**config.mk**
```make
export PLATFORM = sky130hd
export DESIGN_NAME = cascade_counter
export DESIGN_NICKNAME = d
export VERILOG_FILES = /design/src/rtl/cnt_pkg.sv /design/src/rtl/cnt_op_decode.sv /design/src/rtl/cnt_lookahead.sv /design/src/rtl/cnt_state_reg.sv /design/src/rtl/cascade_counter.sv
export SDC_FILE = /design/constraint.sdc
export NUM_CORES = 1
export LEC_CHECK = 0
export BUFFER_PORTS_ARGS = -buffer_cell sky130_fd_sc_hd__clkbuf_2
export CORE_AREA = 2 2 39 41
export CTS_BUF_LIST = sky130_fd_sc_hd__clkbuf_4 sky130_fd_sc_hd__clkbuf_8 sky130_fd_sc_hd__clkbuf_16
export CTS_CLUSTER_DIAMETER = 50
export CTS_CLUSTER_SIZE = 8
export DETAILED_ROUTE_END_ITERATION = 7
export DIE_AREA = 0 0 41 43
export SLEW_MARGIN = 20
export SYNTH_ARGS = -nofsm -noshare
export SYNTH_HDL_FRONTEND = slang
export SYNTH_HIERARCHICAL = 1
export SYNTH_SLANG_ARGS = --single-unit
```
**constraint.sdc**
```tcl
create_clock -name clk -period 2.03 [get_ports clk]
set_input_delay 0.406 -clock clk [delete_from_list [all_inputs] [get_ports clk]]
set_output_delay 0.406 -clock clk [all_outputs]
set_load 0.02 [all_outputs]
```
**src/rtl/cnt_pkg.sv**
```systemverilog
`timescale 1ns/1ps
package cnt_pkg;
    typedef enum logic [1:0] {
        OP_HOLD  = 2'd0,
        OP_COUNT = 2'd1,
        OP_LOAD  = 2'd2
    } cnt_op_e;
endpackage

```
**src/rtl/cnt_op_decode.sv**
```systemverilog
`timescale 1ns/1ps
module cnt_op_decode
    import cnt_pkg::*;
(
    input  logic    load_n,
    input  logic    count_en,
    input  logic    chain_en,
    output cnt_op_e op
);
    // Load outranks count; count needs both enables.
    always_comb begin
        unique case ({load_n, count_en & chain_en})
            2'b00, 2'b01: op = OP_LOAD;
            2'b11:        op = OP_COUNT;
            default:      op = OP_HOLD;
        endcase
    end
endmodule

```
**src/rtl/cnt_lookahead.sv**
```systemverilog
`timescale 1ns/1ps
module cnt_lookahead #(
    parameter int WIDTH = 4
) (
    input  logic [WIDTH-1:0] cur,
    input  logic             chain_en,
    output logic [WIDTH-1:0] incr,
    output logic             carry_out
);
    // ones_below[i] is high when all bits below i are set.
    logic [WIDTH:0] ones_below;
    assign ones_below[0] = 1'b1;

    for (genvar i = 0; i < WIDTH; i++) begin : g_bit
        assign ones_below[i+1] = ones_below[i] & cur[i];
        assign incr[i]         = cur[i] ^ ones_below[i];
    end

    assign carry_out = chain_en & ones_below[WIDTH];
endmodule

```
**src/rtl/cnt_state_reg.sv**
```systemverilog
`timescale 1ns/1ps
module cnt_state_reg
    import cnt_pkg::*;
#(
    parameter int WIDTH = 4
) (
    input  logic             clk,
    input  logic             clear_n,
    input  cnt_op_e          op,
    input  logic [WIDTH-1:0] data_in,
    input  logic [WIDTH-1:0] incr,
    output logic [WIDTH-1:0] cnt_q
);
    logic [WIDTH-1:0] cnt_d;

    // Next-value selection
    always_comb begin
        unique case (op)
            OP_LOAD:  cnt_d = data_in;
            OP_COUNT: cnt_d = incr;
            OP_HOLD:  cnt_d = cnt_q;
            default:  cnt_d = cnt_q;
        endcase
    end

    // State register with asynchronous clear
    always_ff @(posedge clk or negedge clear_n) begin
        if (!clear_n) cnt_q <= '0;
        else          cnt_q <= cnt_d;
    end
endmodule

```
**src/rtl/cascade_counter.sv**
```systemverilog
`timescale 1ns/1ps
module cascade_counter
    import cnt_pkg::*;
#(
    parameter int WIDTH = 4
) (
    input  logic             clk,
    input  logic             clear_n,
    input  logic             load_n,
    input  logic             count_en,
    input  logic             chain_en,
    input  logic [WIDTH-1:0] data_in,
    output logic [WIDTH-1:0] count,
    output logic             carry_out
);
    localparam logic [WIDTH-1:0] ONE = WIDTH'(1);

    cnt_op_e          op;
    logic [WIDTH-1:0] incr;

    cnt_op_decode u_dec (
        .load_n   (load_n),
        .count_en (count_en),
        .chain_en (chain_en),
        .op       (op)
    );

    cnt_lookahead #(.WIDTH(WIDTH)) u_la (
        .cur       (count),
        .chain_en  (chain_en),
        .incr      (incr),
        .carry_out (carry_out)
    );

    cnt_state_reg #(.WIDTH(WIDTH)) u_reg (
        .clk     (clk),
        .clear_n (clear_n),
        .op      (op),
        .data_in (data_in),
        .incr    (incr),
        .cnt_q   (count)
    );

    assert_load_R3: assert property (@(posedge clk) disable iff (!clear_n)
        !load_n |=> (count == $past(data_in)));

    assert_count_R4: assert property (@(posedge clk) disable iff (!clear_n)
        (load_n && count_en && chain_en) |=> (count == $past(count) + ONE));

    assert_hold_R5: assert property (@(posedge clk) disable iff (!clear_n)
        (load_n && !(count_en && chain_en)) |=> $stable(count));

    assert_wrap_R7: assert property (@(posedge clk) disable iff (!clear_n)
        (load_n && count_en && carry_out) |=> (count == '0));
endmodule

```
-- Word-level counts from Yosys, hierarchy flattened
Index checks and enable logic that the tools add are counted.
- register bits after elaboration: 4
- latch bits: 0
- RAM bits: 0
- memory bits (read-only): 0
- input bits: 9
- output and inout port bits: 5
- word-level logic and storage cells: 19
- memories kept: 0
- add/sub/neg operators: 0
- multiply operators: 0
- divide/modulo/power cells: 0
- magnitude comparators: 0
- eq/ne operators: 4
- shift-type cells: 0
- muxes and demuxes: 2
- bitwise gates (word level): 9
- reduce and logical (&&, ||, !) cells: 3
- operators with widths (cell ; number):
    case mux 4 bit (2 select lines) ; 1
    AND 1 bit ; 5
    == test 2 x 1 -> 1 bit (second input constant) ; 2
    == test 2 bit (second input constant) ; 2
    case mux 2 bit (2 select lines) ; 1
    XOR 1 bit ; 3
    logical NOT 2 bit ; 1
    nonzero test 2 bit ; 1
    OR reduction 2 bit ; 1
    inverter 1 bit ; 1

-- Logic depth before layout (Yosys ltp)
Gate-level depths: netlist of run 1.
- word-level depth: 6
- mapped depth: 6
- gate-level depth less buffers: 5

-- Hierarchy
The synthesis of run 1 kept the hierarchy.
- by module, submodules not included (module ; times used ; cells each ; area an instance (µm²) ; sequential area each (µm²)):
    cnt_state_reg ; 1 ; 19 ; 202.7 ; 100.1
    cnt_lookahead ; 1 ; 5 ; 47.5 ; 0.0
    cnt_op_decode ; 1 ; 2 ; 10.0 ; 0.0

-- Worst setup path after synthesis of run 1
OpenSTA, ideal clock, no wires.
- path type: flip-flop to output port
- start point: reg u_reg.cnt_q[0]
- end point: out carry_out
- arrival: 1208 ps
- data required time: 1624 ps
- path slack: 416 ps
- cell stages (with the launch flop): 5
- buffers on the path: 0
- path through: dfrtp_1 -> ha_1 -> ha_1 -> ha_1 -> and2_1
- longest elaborated chain between the ends: 4
- RTL lines (what ; line ; source):
    from (decl) ; cnt_state_reg.sv:12 ; output logic [WIDTH-1:0] cnt_q
    from (signal assigned) ; cnt_state_reg.sv:29 ; else cnt_q <= cnt_d;
    AND 1 bit (3 in a row) ; cnt_lookahead.sv:15 ; assign ones_below[i+1] = ones_below[i] & cur[i];
    AND 1 bit ; cnt_lookahead.sv:19 ; assign carry_out = chain_en & ones_below[WIDTH];
    to (decl) ; cascade_counter.sv:14 ; output logic carry_out
Every way passes these cells.

-- Worst setup path after layout of run 1
Ends and elaborated chain as after synthesis.

==> results of run 1 <==
[layout by cell type (no fill, tap or decap)]
cell type,netlist,layout
ha_1,4,4
clkbuf_4,0,3
dfrtp_1,4,4
nand2_1,4,4
clkbuf_2,0,13
and3_1,1,1
dlygate4sd3_1,0,1
inv_1,3,3
and2_1,1,1
mux2i_1,4,4
o21ai_1,4,4
[routing by layer]
metal  vias to the layer above  part of all wire [%]  track usage [%]
li1                        119                     -                -
met1                       100                    41             5.88
met2                         6                    52             9.06
met3                         0                   7.2             3.14
met4                         0                     0             6.00
met5                         -                     0                0
[report_power, final]
group          switching (uW)  internal (uW)  leakage [uW]  total [uW]
clock network            30.3           66.0     0.0000138        96.3
logic                    39.9           30.6      0.000140        70.6
registers                9.61           92.0     0.0000487         102
total                    79.9            189      0.000202         268
[path summary, 6_finish.rpt]
kind / start / end / slack, ns / cells after the start
worst max register to register: u_reg/cnt_q[0] / u_reg/cnt_q[3] / 0.65 / 5
min in group asynchronous: clear_n / u_reg/cnt_q[2] / 0.51 / 2
max in group asynchronous: clear_n / u_reg/cnt_q[1] / 1.39 / 2
worst min register to register: u_reg/cnt_q[2] / u_reg/cnt_q[2] / 0.53 / 2
worst max-delay path: u_reg/cnt_q[0] / carry_out / 0.17 / 5
worst min-delay path: data_in[3] / u_reg/cnt_q[3] / 0.46 / 3
[kinds of logic after synthesis]
| kind of cell | synth area share, % |
|---|---|
| adder cells (fa/ha/maj) | 19.2 |
| multiplexers | 15.4 |
| AND/OR/NAND/NOR | 10.6 |
| AO/OA/AOI/OAI | 7.69 |
| flip-flops | 38.5 |
| buffers and inverters | 8.65 |
[metrics by stage]
step	cells	hold WS (ns)	setup WS, ns	total power [uW]
final	58	0.460	0.167	268
after global routing	58	0.468	0.0731	289
after CTS	58	0.458	0.138	277
after detailed placement	54	0.219	0.392	174
after global placement	54	0.217	0.396	173
after floorplan	26	0.110	0.416	146
[area by class of cell]
type / count / area, um2 / share of cell area, %
clock buffers: 3 / 22.5 / 6.14
inverters: 3 / 11.3 / 3.07
multi-input cells: 18 / 138 / 37.5
flip-flops and latches: 4 / 100 / 27.3
well taps: 16 / 20.0 / 5.46
repair buffers: 14 / 75.1 / 20.5
[worst max-delay path: cells and delay by family (launching register included)]
family                   cells  cell delay (ns)
adder cells (fa/ha/maj)      3             0.56
flip-flops                   1             0.39
buffers and inverters        1             0.15
AND/OR/NAND/NOR              1             0.13
==> impl_metrics.ini, run 1 <==
[outcome]
status = complete, no violations

[logic_synthesis]
syn_area_per_cell_um2 = 10.0
async_flop_share_pct = 100
netlist_area_um2 = 260
synthCells = 26
synthFlopType = dfrtp_1
ys.warnings.count = 6
seq_area_frac_synth_pct = 38.5
synth_top_area_cell = dfrtp_1
synth_enable_flop_cells = 0
yosys-top-cells-count = 4 x dfrtp_1, 4 x ha_1, 4 x mux2i_1, 4 x nand2_1, 4 x o21ai_1
synthesis.nets = 39
ys_types = 9
synth-seq-cells = 4
synth_top_area_share_pct = 38.5
netlist_top_cells_area = dfrtp_1 38%, ha_1 19%, mux2i_1 15%, o21ai_1 7.7%, nand2_1 5.8%

[detailed_routing]
post_drt_via_cell_ratio = 3.88
vias = 225
ant_nets = 0
wirelength_um = 459
drtIter0Drc = 0
routedWlPerCell_um = 7.91
drc = 0
first_pass_iters = 1

[power_and_ir_drop]
power.leakage_uw = 0.000202
powerDensity_mw_per_mm2 = 732
ir_worst_vdd_v = 0.000209

[layout]
postLayoutCellArea_um2 = 367
largestRegisters = u_reg/cnt_q: 4 flops
top_register = u_reg/cnt_q
largest_reg_flops = 4
fill_cells = 156
n_antenna_cell = 0
area_delta_synth_final_pct = 40.9
final_core_util_pct = 26.5
layout-drive-gt1-share_pct = 38.1
final_net_count = 57

[setup_path]
arrival_ns = 1.46
worstPathMaxFanout = 4
cp.required_ns = 1.62
worstSetupPathType = reg2out
worst_path_most_repeated_cell = ha_1
critPathMaxStageDelay_ns = 0.39
end_kind = primary output
cpMaxStageDelayCell = dfrtp_1
path_cells = ha_1 > ha_1 > ha_1 > and2_1 > clkbuf_2
startpoint_type = register

[placed_design]
io_buffers = 13
gp_congestion = 0.640
placed_area_um2 = 334

[clock_tree]
post_cts_resized = 0
htree_levels = 1
cts_root_buf = clkbuf_4
ctsHoldBuffers = 1
clockBufferDepth = 2
clk_pin_slew_ns = 0.04
clock_latency_ns = 0.23
cts_tree = done
post_cts_buffers = 0
cts_buffers = 3
numClockSinks = 4

[sta]
maxSlewHeadroom_pct = 84.3
fin_tns_setup_ns = 0
finalCriticalPeriod_ns = 1.86
fin_crit_sh_pct = 91.8
timing.fmax_ghz = 0.537
slew_viol_final = 0
rsz0062_at_grt = no
finalClockSkew_ns = 0.00187
tightestPinTransition_ns = 0.236
final-setup-viol-count = 0
hold_viol_final = 0

[global_route]
grt_usage_pct = 6.26
grt_pass1_wl_um = 690
grt_pass1_vias = 197
grt-ovfl-total = 0
grt_start_max_net_pins = 9
antenna_found_initial = 0

[floorplan]
dieArea_mm2 = 0.00176
rows = 14
core_mm2 = 0.00138
start_util_pct = 18.8
die_w_um = 41
die_h_um = 43
io_pins = 14

[min_path]
min_path_type = in2reg

[flow_run]
max_cap_violations = 0
Note: power is estimated with default switching activity, not from simulation.
==> run 2, diff against run 1 <==
==> constraint.sdc (replaced) <==
create_clock -name clk -period 1.8 [get_ports clk]
set_input_delay 0.36 -clock clk [delete_from_list [all_inputs] [get_ports clk]]
set_output_delay 0.36 -clock clk [all_outputs]
set_load 0.02 [all_outputs]
==> impl_metrics.ini, run 2 (synthesis gave the netlist of run 1 again) <==
[outcome]
status = complete, no violations

[layout]
area_delta_synth_final_pct = 52.9
final_core_util_pct = 28.8
multi_input_area_um2 = 145
largest_reg_flops = 4
top_register = u_reg/cnt_q
layout-drive-gt1-share_pct = 47.7
final_net_count = 59
stdcell_count = 60
n_antenna_cell = 0
postLayoutCellArea_um2 = 398
final_cell_mix = 12 x clkbuf_2, 4 x mux2i_1, 4 x nand2_1, 4 x o21ai_1, 4 x dfrtp_1
final_common_cell = clkbuf_2
seqCellArea_um2 = 100
fill_cells = 149
largestRegisters = u_reg/cnt_q: 4 flops

[placed_design]
placed_cells = 54
placed_area_um2 = 334
gp_congestion = 0.678
place_hpwl_um = 430
io_buffers = 13

[floorplan]
die_w_um = 41
core_mm2 = 0.00138
rows = 14
dieArea_mm2 = 0.00176
die_h_um = 43
io_pins = 14
start_util_pct = 18.8

[clock_tree]
cts_buffers = 3
cts_tree = done
cts_root_buf = clkbuf_4
htree_levels = 1
clockBufferDepth = 2
clock_latency_ns = 0.23
numClockSinks = 4
clk_pin_slew_ns = 0.03

[global_route]
grt_start_max_net_pins = 9
grt_pass1_vias = 215
grt_usage_pct = 6.77
use_met1_pct = 5.90
met2_usage_pct = 10.6
globalRouteMet3Util_pct = 3.14
grt.busiest_layer = met2
antenna_found_initial = 0
grt_pass1_wl_um = 745
grt-ovfl-total = 0

[setup_path]
arrival_ns = 1.38
worstSetupPathType = reg2out
end_kind = primary output
cp.required_ns = 1.44
startpoint_type = register
worstPathMaxFanout = 2

[power_and_ir_drop]
share_seq_of_total_power_pct = 35.9
powerDensity_mw_per_mm2 = 794
swShare_pct = 29.4
power.leakage_uw = 0.000212
p_int_uw = 223
finalPower_uw = 316
comb_power_share_pct = 30.6
p_switching_uw = 92.9
clkPwrFrac_pct = 33.5
ir_worst_vdd_v = 0.000288

[sta]
hold_viol_final = 0
finalCriticalPeriod_ns = 1.74
final-setup-viol-count = 0
slew_viol_final = 0
maxSlewHeadroom_pct = 84.7
timing.fmax_ghz = 0.575
fin_crit_sh_pct = 96.6
fin_tns_setup_ns = 0
tightestPinTransition_ns = 0.229
finalClockSkew_ns = 0.0000877

[detailed_routing]
drc = 0
vias = 227
post_drt_via_cell_ratio = 3.78
first_pass_iters = 4
routedWlPerCell_um = 8.63
ant_nets = 0
wirelength_um = 518
drtIter0Drc = 4

[flow_run]
max_cap_violations = 0

[min_path]
min_path_type = in2reg
## run 2: cell count changes in the layout (fill, tap and decap cells not counted), sizes merged
cell / before / now
buf: 0 / 2
## run 2: per-layer routing
metal / routed length, um / part of all wire, % / up-vias
li1: - / - / 124
met1: 211 / 41 / 97
met2: 279 / 54 / 6
met3: 27 / 5.2 / 0
met4: 0 / 0 / 0
met5: 0 / 0 / -
## run 2: final timing paths
path,slack (ns),to,depth (start not counted),start
worst max-delay path,0.06,carry_out,5,u_reg/cnt_q[0]
worst max register to register,0.48,u_reg/cnt_q[3],5,u_reg/cnt_q[0]
max in group asynchronous,1.21,u_reg/cnt_q[0],2,clear_n
worst min register to register,0.55,u_reg/cnt_q[2],2,u_reg/cnt_q[2]
worst min-delay path,0.43,u_reg/cnt_q[2],3,data_in[2]
min in group asynchronous,0.47,u_reg/cnt_q[1],2,clear_n
## run 2: power by group through the flow
stage	Sequential, uW	Combinational [uW]	Clock [uW]
global route	114	106	121
finish	113	96.6	106
floorplan	132	33.4	0
global placement	116	80.0	0
CTS	115	91.2	114
detailed placement	117	81.4	0
## run 2: cell type report
cell class | instances | share of cell area, %
clock buffer | 3 | 5.66
inverter | 3 | 2.83
multi-input combinational | 18 | 36.5
sequential | 4 | 25.2
tap | 16 | 5.03
timing repair buffer | 16 | 24.8
## run 2: critical path, cell delays in order, from the launching register on
cell and delay, ns:
dfrtp_1 0.37, ha_2 0.18, ha_2 0.16, ha_1 0.17
and2_4 0.13, clkbuf_8 0.14
## run 2: stage by stage
stage          setup slack (ns)  hold WS [ns]
6_report                 0.0614         0.429
5_1_grt                -0.00213         0.445
4_1_cts                  0.0110         0.414
3_5_place_dp              0.212         0.171
3_3_place_gp              0.241         0.168
2_1_floorplan             0.232        0.0644
## run 2: repair_timing
item / 4_1_cts / 5_1_grt
hold buffers: 1 / 0
hold endpoints to repair: 4 / 0
cloned: 0 / 0
pin swaps: 1 / 1
endpoints found under the setup margin: 1 / 1
buffers inserted: 1 / 1
resized for setup: 4 / 1
